===== config.mk =====
export PLATFORM = sky130hd
export DESIGN_NAME = signed_byte_dec_display
export DESIGN_NICKNAME = d
export VERILOG_FILES = /design/src/rtl/sdd_pkg.sv /design/src/rtl/sdd_sign_split.sv /design/src/rtl/sdd_digit_stage.sv /design/src/rtl/signed_byte_dec_display.sv
export SDC_FILE = /design/constraint.sdc
export NUM_CORES = 1
export LEC_CHECK = 0
export BUFFER_PORTS_ARGS = -buffer_cell sky130_fd_sc_hd__buf_2
export CAP_MARGIN = 40
export CORE_MARGIN = 4
export CORE_UTILIZATION = 37
export DETAILED_ROUTE_END_ITERATION = 10
export SLEW_MARGIN = 20
export SYNTH_ARGS = -nofsm -noshare
export SYNTH_HDL_FRONTEND = slang
export SYNTH_SLANG_ARGS = --single-unit

===== constraint.sdc =====
create_clock -name vclk -period 24.2
set_input_delay 4.84 -clock vclk [all_inputs]
set_output_delay 4.84 -clock vclk [all_outputs]
set_load 0.02 [all_outputs]

===== src/rtl/sdd_pkg.sv =====
package sdd_pkg;
  localparam int SEG_W = 7;
  typedef logic [SEG_W-1:0] seg_t;

  localparam seg_t SEG_BLANK = 7'b1111111;
  localparam seg_t SEG_MINUS = 7'b0111111;

  // Decimal arithmetic shared by every stage
  function automatic logic [3:0] dec_mod(input int unsigned x);
    int unsigned r;
    r = x % 10;
    return r[3:0];
  endfunction

  function automatic int unsigned dec_div(input int unsigned x);
    return x / 10;
  endfunction

  // Active-low pattern, bit order {g,f,e,d,c,b,a}
  function automatic seg_t digit_pattern(input logic [3:0] d);
    seg_t p;
    case (d)
      4'd0:    p = 7'b1000000;
      4'd1:    p = 7'b1111001;
      4'd2:    p = 7'b0100100;
      4'd3:    p = 7'b0110000;
      4'd4:    p = 7'b0011001;
      4'd5:    p = 7'b0010010;
      4'd6:    p = 7'b0000010;
      4'd7:    p = 7'b1111000;
      4'd8:    p = 7'b0000000;
      4'd9:    p = 7'b0010000;
      default: p = SEG_BLANK;
    endcase
    return p;
  endfunction
endpackage


===== src/rtl/sdd_sign_split.sv =====
module sdd_sign_split #(
  parameter int VAL_W = 8
) (
  input  logic [VAL_W-1:0] value_i,
  output logic             neg_o,
  output logic [VAL_W-1:0] mag_o
);
  localparam logic [VAL_W-1:0] MAG_LIMIT = {1'b1, {(VAL_W-1){1'b0}}};

  always_comb begin
    neg_o = value_i[VAL_W-1];
    mag_o = neg_o ? (~value_i + 1'b1) : value_i;
  end

  always_comb begin
    AST_MAG_IN_RANGE: assert (mag_o <= MAG_LIMIT);
    if (neg_o) begin
      AST_NEG_NONZERO: assert (mag_o != '0);
    end
  end
endmodule


===== src/rtl/sdd_digit_stage.sv =====
module sdd_digit_stage
  import sdd_pkg::*;
#(
  parameter int MAG_W    = 8,
  parameter bit IS_UNITS = 1'b0
) (
  input  logic [MAG_W-1:0] mag_i,
  input  logic             neg_i,
  input  logic             en_i,
  output logic [MAG_W-1:0] mag_o,
  output logic             neg_o,
  output logic             en_o,
  output seg_t             seg_o
);
  logic       zero_here;
  logic       show_digit;
  logic       show_sign;
  logic [3:0] digit;

  always_comb begin
    zero_here  = (mag_i == '0);
    show_digit = en_i && (!zero_here || IS_UNITS);
    show_sign  = en_i && zero_here && !IS_UNITS && neg_i;
    digit      = dec_mod(32'(mag_i));
    mag_o      = MAG_W'(dec_div(32'(mag_i)));
    neg_o      = neg_i;
    en_o       = show_digit;
    if (show_digit)     seg_o = digit_pattern(digit);
    else if (show_sign) seg_o = SEG_MINUS;
    else                seg_o = SEG_BLANK;
  end

  always_comb begin
    if (!en_i) begin
      AST_STAGE_OFF_BLANK: assert (seg_o == SEG_BLANK && !en_o);
    end
    if (IS_UNITS && en_i) begin
      AST_UNITS_NUMERAL: assert (seg_o != SEG_BLANK && seg_o != SEG_MINUS);
    end
    if (en_o) begin
      AST_DIGIT_BELOW_TEN: assert (digit <= 4'd9);
    end
  end
endmodule


===== src/rtl/signed_byte_dec_display.sv =====
module signed_byte_dec_display
  import sdd_pkg::*;
#(
  parameter int VAL_W  = 8,
  parameter int DIGITS = 4
) (
  input  logic [VAL_W-1:0]        value_i,
  input  logic                    enable_i,
  output logic [SEG_W*DIGITS-1:0] seg_o
);
  logic [VAL_W-1:0] mag_c [0:DIGITS];
  logic             neg_c [0:DIGITS];
  logic             en_c  [0:DIGITS];

  sdd_sign_split #(.VAL_W(VAL_W)) u_sign (
    .value_i(value_i),
    .neg_o  (neg_c[0]),
    .mag_o  (mag_c[0])
  );

  assign en_c[0] = enable_i;

  for (genvar i = 0; i < DIGITS; i++) begin : g_stage
    sdd_digit_stage #(
      .MAG_W   (VAL_W),
      .IS_UNITS(i == 0)
    ) u_stage (
      .mag_i(mag_c[i]),
      .neg_i(neg_c[i]),
      .en_i (en_c[i]),
      .mag_o(mag_c[i+1]),
      .neg_o(neg_c[i+1]),
      .en_o (en_c[i+1]),
      .seg_o(seg_o[i*SEG_W +: SEG_W])
    );
  end

  // Number of minus signs across the row, for the checks below
  logic [$clog2(DIGITS+1)-1:0] minus_cnt;
  always_comb begin
    minus_cnt = '0;
    for (int k = 0; k < DIGITS; k++)
      if (seg_o[k*SEG_W +: SEG_W] == SEG_MINUS) minus_cnt = minus_cnt + 1'b1;
  end

  always_comb begin
    if (!enable_i) begin
      AST_DARK_WHEN_OFF: assert (&seg_o);
    end
    if (enable_i && value_i[VAL_W-1]) begin
      AST_ONE_MINUS: assert (minus_cnt == 1);
    end
    if (!value_i[VAL_W-1]) begin
      AST_NO_MINUS_POS: assert (minus_cnt == 0);
    end
    AST_CHAIN_FITS: assert (mag_c[DIGITS] == '0 && !(en_c[DIGITS] && neg_c[DIGITS]));
  end
endmodule


==> impl_metrics.xml <==
<?xml version="1.0" encoding="UTF-8"?>
<metrics>
  <group name="status">
    <metric name="outcome" unit="">completed</metric>
  </group>
  <group name="power_and_ir_drop">
    <metric name="switching_share" unit="%">64.5</metric>
    <metric name="design_internal_power" unit="uW">34.6</metric>
    <metric name="power.density" unit="mW/mm^2">57.7</metric>
    <metric name="seqPwrFrac" unit="%">0</metric>
    <metric name="p_comb_share" unit="%">100.0</metric>
    <metric name="worst_ir_drop_vdd" unit="V">0.0000248</metric>
    <metric name="clockPowerShare" unit="%">0</metric>
    <metric name="pleak" unit="nW">0.764</metric>
    <metric name="p_sw" unit="uW">63.0</metric>
  </group>
  <group name="layout">
    <metric name="final_cell_mix" unit="">sky130_fd_sc_hd__buf_2 (30), sky130_fd_sc_hd__ha_1 (22), sky130_fd_sc_hd__inv_1 (20)</metric>
    <metric name="n_clock_buffer" unit="">0</metric>
    <metric name="final_common_cell" unit="">sky130_fd_sc_hd__buf_2</metric>
    <metric name="flip_flop_and_latch_area" unit="um^2">0</metric>
    <metric name="finalInstanceArea" unit="mm^2">0.00169</metric>
    <metric name="n_sequential_cell" unit="">0</metric>
    <metric name="area_growth" unit="%">8.60</metric>
    <metric name="insertedDiodeCount" unit="">0</metric>
    <metric name="post_route_cells_drive_above_1_share" unit="%">17.0</metric>
    <metric name="fin_cells" unit="">297</metric>
    <metric name="finish.net_count" unit="">280</metric>
    <metric name="final_core_util" unit="%">42.0</metric>
  </group>
  <group name="yosys">
    <metric name="synthMuxAreaShare" unit="%">4.50</metric>
    <metric name="avgSynthCellArea" unit="um^2">6.92</metric>
    <metric name="synthesis.yosys.warnings" unit="">0</metric>
    <metric name="sequential_fraction_of_the_synthesis_area" unit="%">0</metric>
    <metric name="synth_top_family_by_area" unit="">compound AO/OA/AOI/OAI gates</metric>
    <metric name="yosys.cell_types.count" unit="">60</metric>
    <metric name="synth_simple_gate_area_share" unit="%">25.3</metric>
    <metric name="synth-compound-area-share" unit="%">34.5</metric>
    <metric name="synth_area" unit="mm^2">0.00156</metric>
    <metric name="post_synth_fa_ha_maj_area_fraction" unit="%">18.3</metric>
    <metric name="synth_instances" unit="">225</metric>
    <metric name="post_synth_xor_area_fraction" unit="%">5.55</metric>
  </group>
  <group name="place">
    <metric name="routabilityCongestion" unit="">0.882</metric>
    <metric name="detailed_place_hpwl" unit="um">3270</metric>
    <metric name="io_buffer_count" unit="">30</metric>
    <metric name="placed_area" unit="mm^2">0.00169</metric>
    <metric name="dp.cells" unit="">297</metric>
  </group>
  <group name="sta">
    <metric name="timing.final.hold_violations" unit="">0</metric>
    <metric name="setup-tns-final" unit="ns">0</metric>
    <metric name="post-route-period-util" unit="%">64.6</metric>
    <metric name="fin_worst_hold_slack" unit="ns">10.05</metric>
    <metric name="worstMarginPinSlew" unit="ns">0.827</metric>
    <metric name="slew_viol_final" unit="">0</metric>
    <metric name="finalWorstPathRequiredPeriod" unit="ns">15.63</metric>
    <metric name="slew_headroom" unit="%">44.7</metric>
    <metric name="setup-violations-final" unit="">0</metric>
    <metric name="grt_setup_unrepaired" unit="">no</metric>
    <metric name="max_freq" unit="GHz">0.0640</metric>
  </group>
  <group name="clocking">
    <metric name="postCtsHoldBufs" unit="">0</metric>
    <metric name="cts_repair_resizes" unit="">0</metric>
    <metric name="cts.repair_timing.setup_buffer_count" unit="">0</metric>
  </group>
  <group name="worst_setup_path">
    <metric name="critical-path-top-cell-by-count" unit="">sky130_fd_sc_hd__ha_1</metric>
    <metric name="critPathRequiredTime" unit="ns">19.36</metric>
    <metric name="worst_path_dominant_cell_family" unit="">compound AO/OA/AOI/OAI gates</metric>
    <metric name="start_kind" unit="">input port</metric>
    <metric name="timing.setup.critical_path_class" unit="">in2out</metric>
    <metric name="critical_path.slowest_cell" unit="">sky130_fd_sc_hd__o32ai_1</metric>
    <metric name="worst_path_largest_cell_delay" unit="ns">0.59</metric>
    <metric name="worst-endpoint-arrival" unit="ns">10.79</metric>
    <metric name="end_kind" unit="">primary output</metric>
    <metric name="crit_buf_inv" unit="">5</metric>
    <metric name="critical_path.max_fanout" unit="">12</metric>
  </group>
  <group name="route">
    <metric name="totalWireLength" unit="um">4040</metric>
    <metric name="vias_per_cell" unit="">5.70</metric>
    <metric name="drt_pre_antenna_iters" unit="">4</metric>
    <metric name="ant_nets" unit="">0</metric>
    <metric name="post-route-drc-count" unit="">0</metric>
    <metric name="post_drt_wl_per_cell" unit="um">13.6</metric>
    <metric name="vias" unit="">1694</metric>
    <metric name="drt_first_iter_violations" unit="">82</metric>
  </group>
  <group name="global_route">
    <metric name="number_of_antenna_violations_at_the_first_check_in_global_routing" unit="">0</metric>
    <metric name="grt.met2_usage" unit="%">24.5</metric>
    <metric name="globalRouteMet3Util" unit="%">0.275</metric>
    <metric name="number_of_global_route_vias_before_repair" unit="">1446</metric>
    <metric name="met1_usage" unit="%">23.4</metric>
    <metric name="wire_length_of_the_first_global_routing_pass" unit="um">6840</metric>
    <metric name="top_usage_layer" unit="">met2</metric>
    <metric name="overflow" unit="">0</metric>
    <metric name="grt_start_max_net_pins" unit="">13</metric>
    <metric name="grt_usage" unit="%">15.2</metric>
  </group>
  <group name="worst_hold_path">
    <metric name="worstHoldPathType" unit="">in2out</metric>
  </group>
  <group name="floorplan">
    <metric name="placementRows" unit="">23</metric>
    <metric name="die_height" unit="um">72.9</metric>
    <metric name="placeableCoreArea" unit="mm^2">0.00403</metric>
    <metric name="num_io_pins" unit="">37</metric>
    <metric name="die_width" unit="um">72.9</metric>
    <metric name="dieArea" unit="mm^2">0.00531</metric>
    <metric name="initial_util" unit="%">38.6</metric>
  </group>
  <group name="flow_run">
    <metric name="timing.max_cap.violations" unit="">0</metric>
  </group>
</metrics>
[final timing paths]
kind / from / slack [ns] / to / cells past startpoint
worst min-delay path: enable_i / 10.05 / seg_o[18] / 3
worst max-delay path: value_i[0] / 8.57 / seg_o[4] / 26
[metrics by stage]
step                total power [mW]  worst slack, ns
floorplan                     0.0785             9.55
global placement              0.0974             8.63
detailed placement            0.0967             8.66
CTS                           0.0972             8.66
global route                   0.109             8.01
finish                        0.0976             8.57
[metal layers]
metal / routed length, um / up-vias
met5: 0 / -
met4: 0 / 0
met3: 224 / 0
met2: 1840 / 47
met1: 1970 / 791
li1: - / 856
[worst min-delay path: stages]
cell and delay (ns):
sky130_fd_sc_hd__buf_2 0.14, sky130_fd_sc_hd__nand3_1 0.07, sky130_fd_sc_hd__buf_2 0.15
[final cells by class]
cell class	instances	area (um^2)
multi-input combinational	196	1400
tap	50	62.6
inverter	21	78.8
timing repair buffer	30	150
fill	439	2340
[cells in the mapped netlist, types with 3 or more instances]
master	instances	area, um^2
sky130_fd_sc_hd__a21oi_1	14	70.1
sky130_fd_sc_hd__nor3_1	6	30.0
sky130_fd_sc_hd__ha_1	22	275
sky130_fd_sc_hd__nor2_1	14	52.6
sky130_fd_sc_hd__o31ai_1	4	30.0
sky130_fd_sc_hd__mux2i_1	7	70.1
sky130_fd_sc_hd__nor2b_1	6	37.5
sky130_fd_sc_hd__buf_2	3	15.0
sky130_fd_sc_hd__buf_4	8	60.1
sky130_fd_sc_hd__nor4_1	5	31.3
sky130_fd_sc_hd__o21ai_0	19	95.1
sky130_fd_sc_hd__nand3_1	4	20.0
sky130_fd_sc_hd__o211ai_1	5	37.5
sky130_fd_sc_hd__nand2_1	13	48.8
sky130_fd_sc_hd__a211oi_1	4	30.0
sky130_fd_sc_hd__a21o_1	4	30.0
sky130_fd_sc_hd__xor2_1	3	26.3
sky130_fd_sc_hd__a31oi_1	5	31.3
sky130_fd_sc_hd__xnor2_1	5	43.8
sky130_fd_sc_hd__inv_1	20	75.1
sky130_fd_sc_hd__nand2b_1	8	50.1
[kinds of logic after synthesis]
kind of cell    after synthesis
fa+ha+maj                    23
simple gates                 73
buf+inv                      35
xor+xnor                      9
compound gates               77
other cells                   1
mux                           7
[power by group through the flow]
stage / logic, mW / registers, mW / clock network (mW)
after floorplan: 0.0785 / 0 / 0
after global placement: 0.0974 / 0 / 0
after detailed placement: 0.0967 / 0 / 0
after CTS: 0.0972 / 0 / 0
after global routing: 0.109 / 0 / 0
final: 0.0976 / 0 / 0
(Power assumes the default switching activity.)
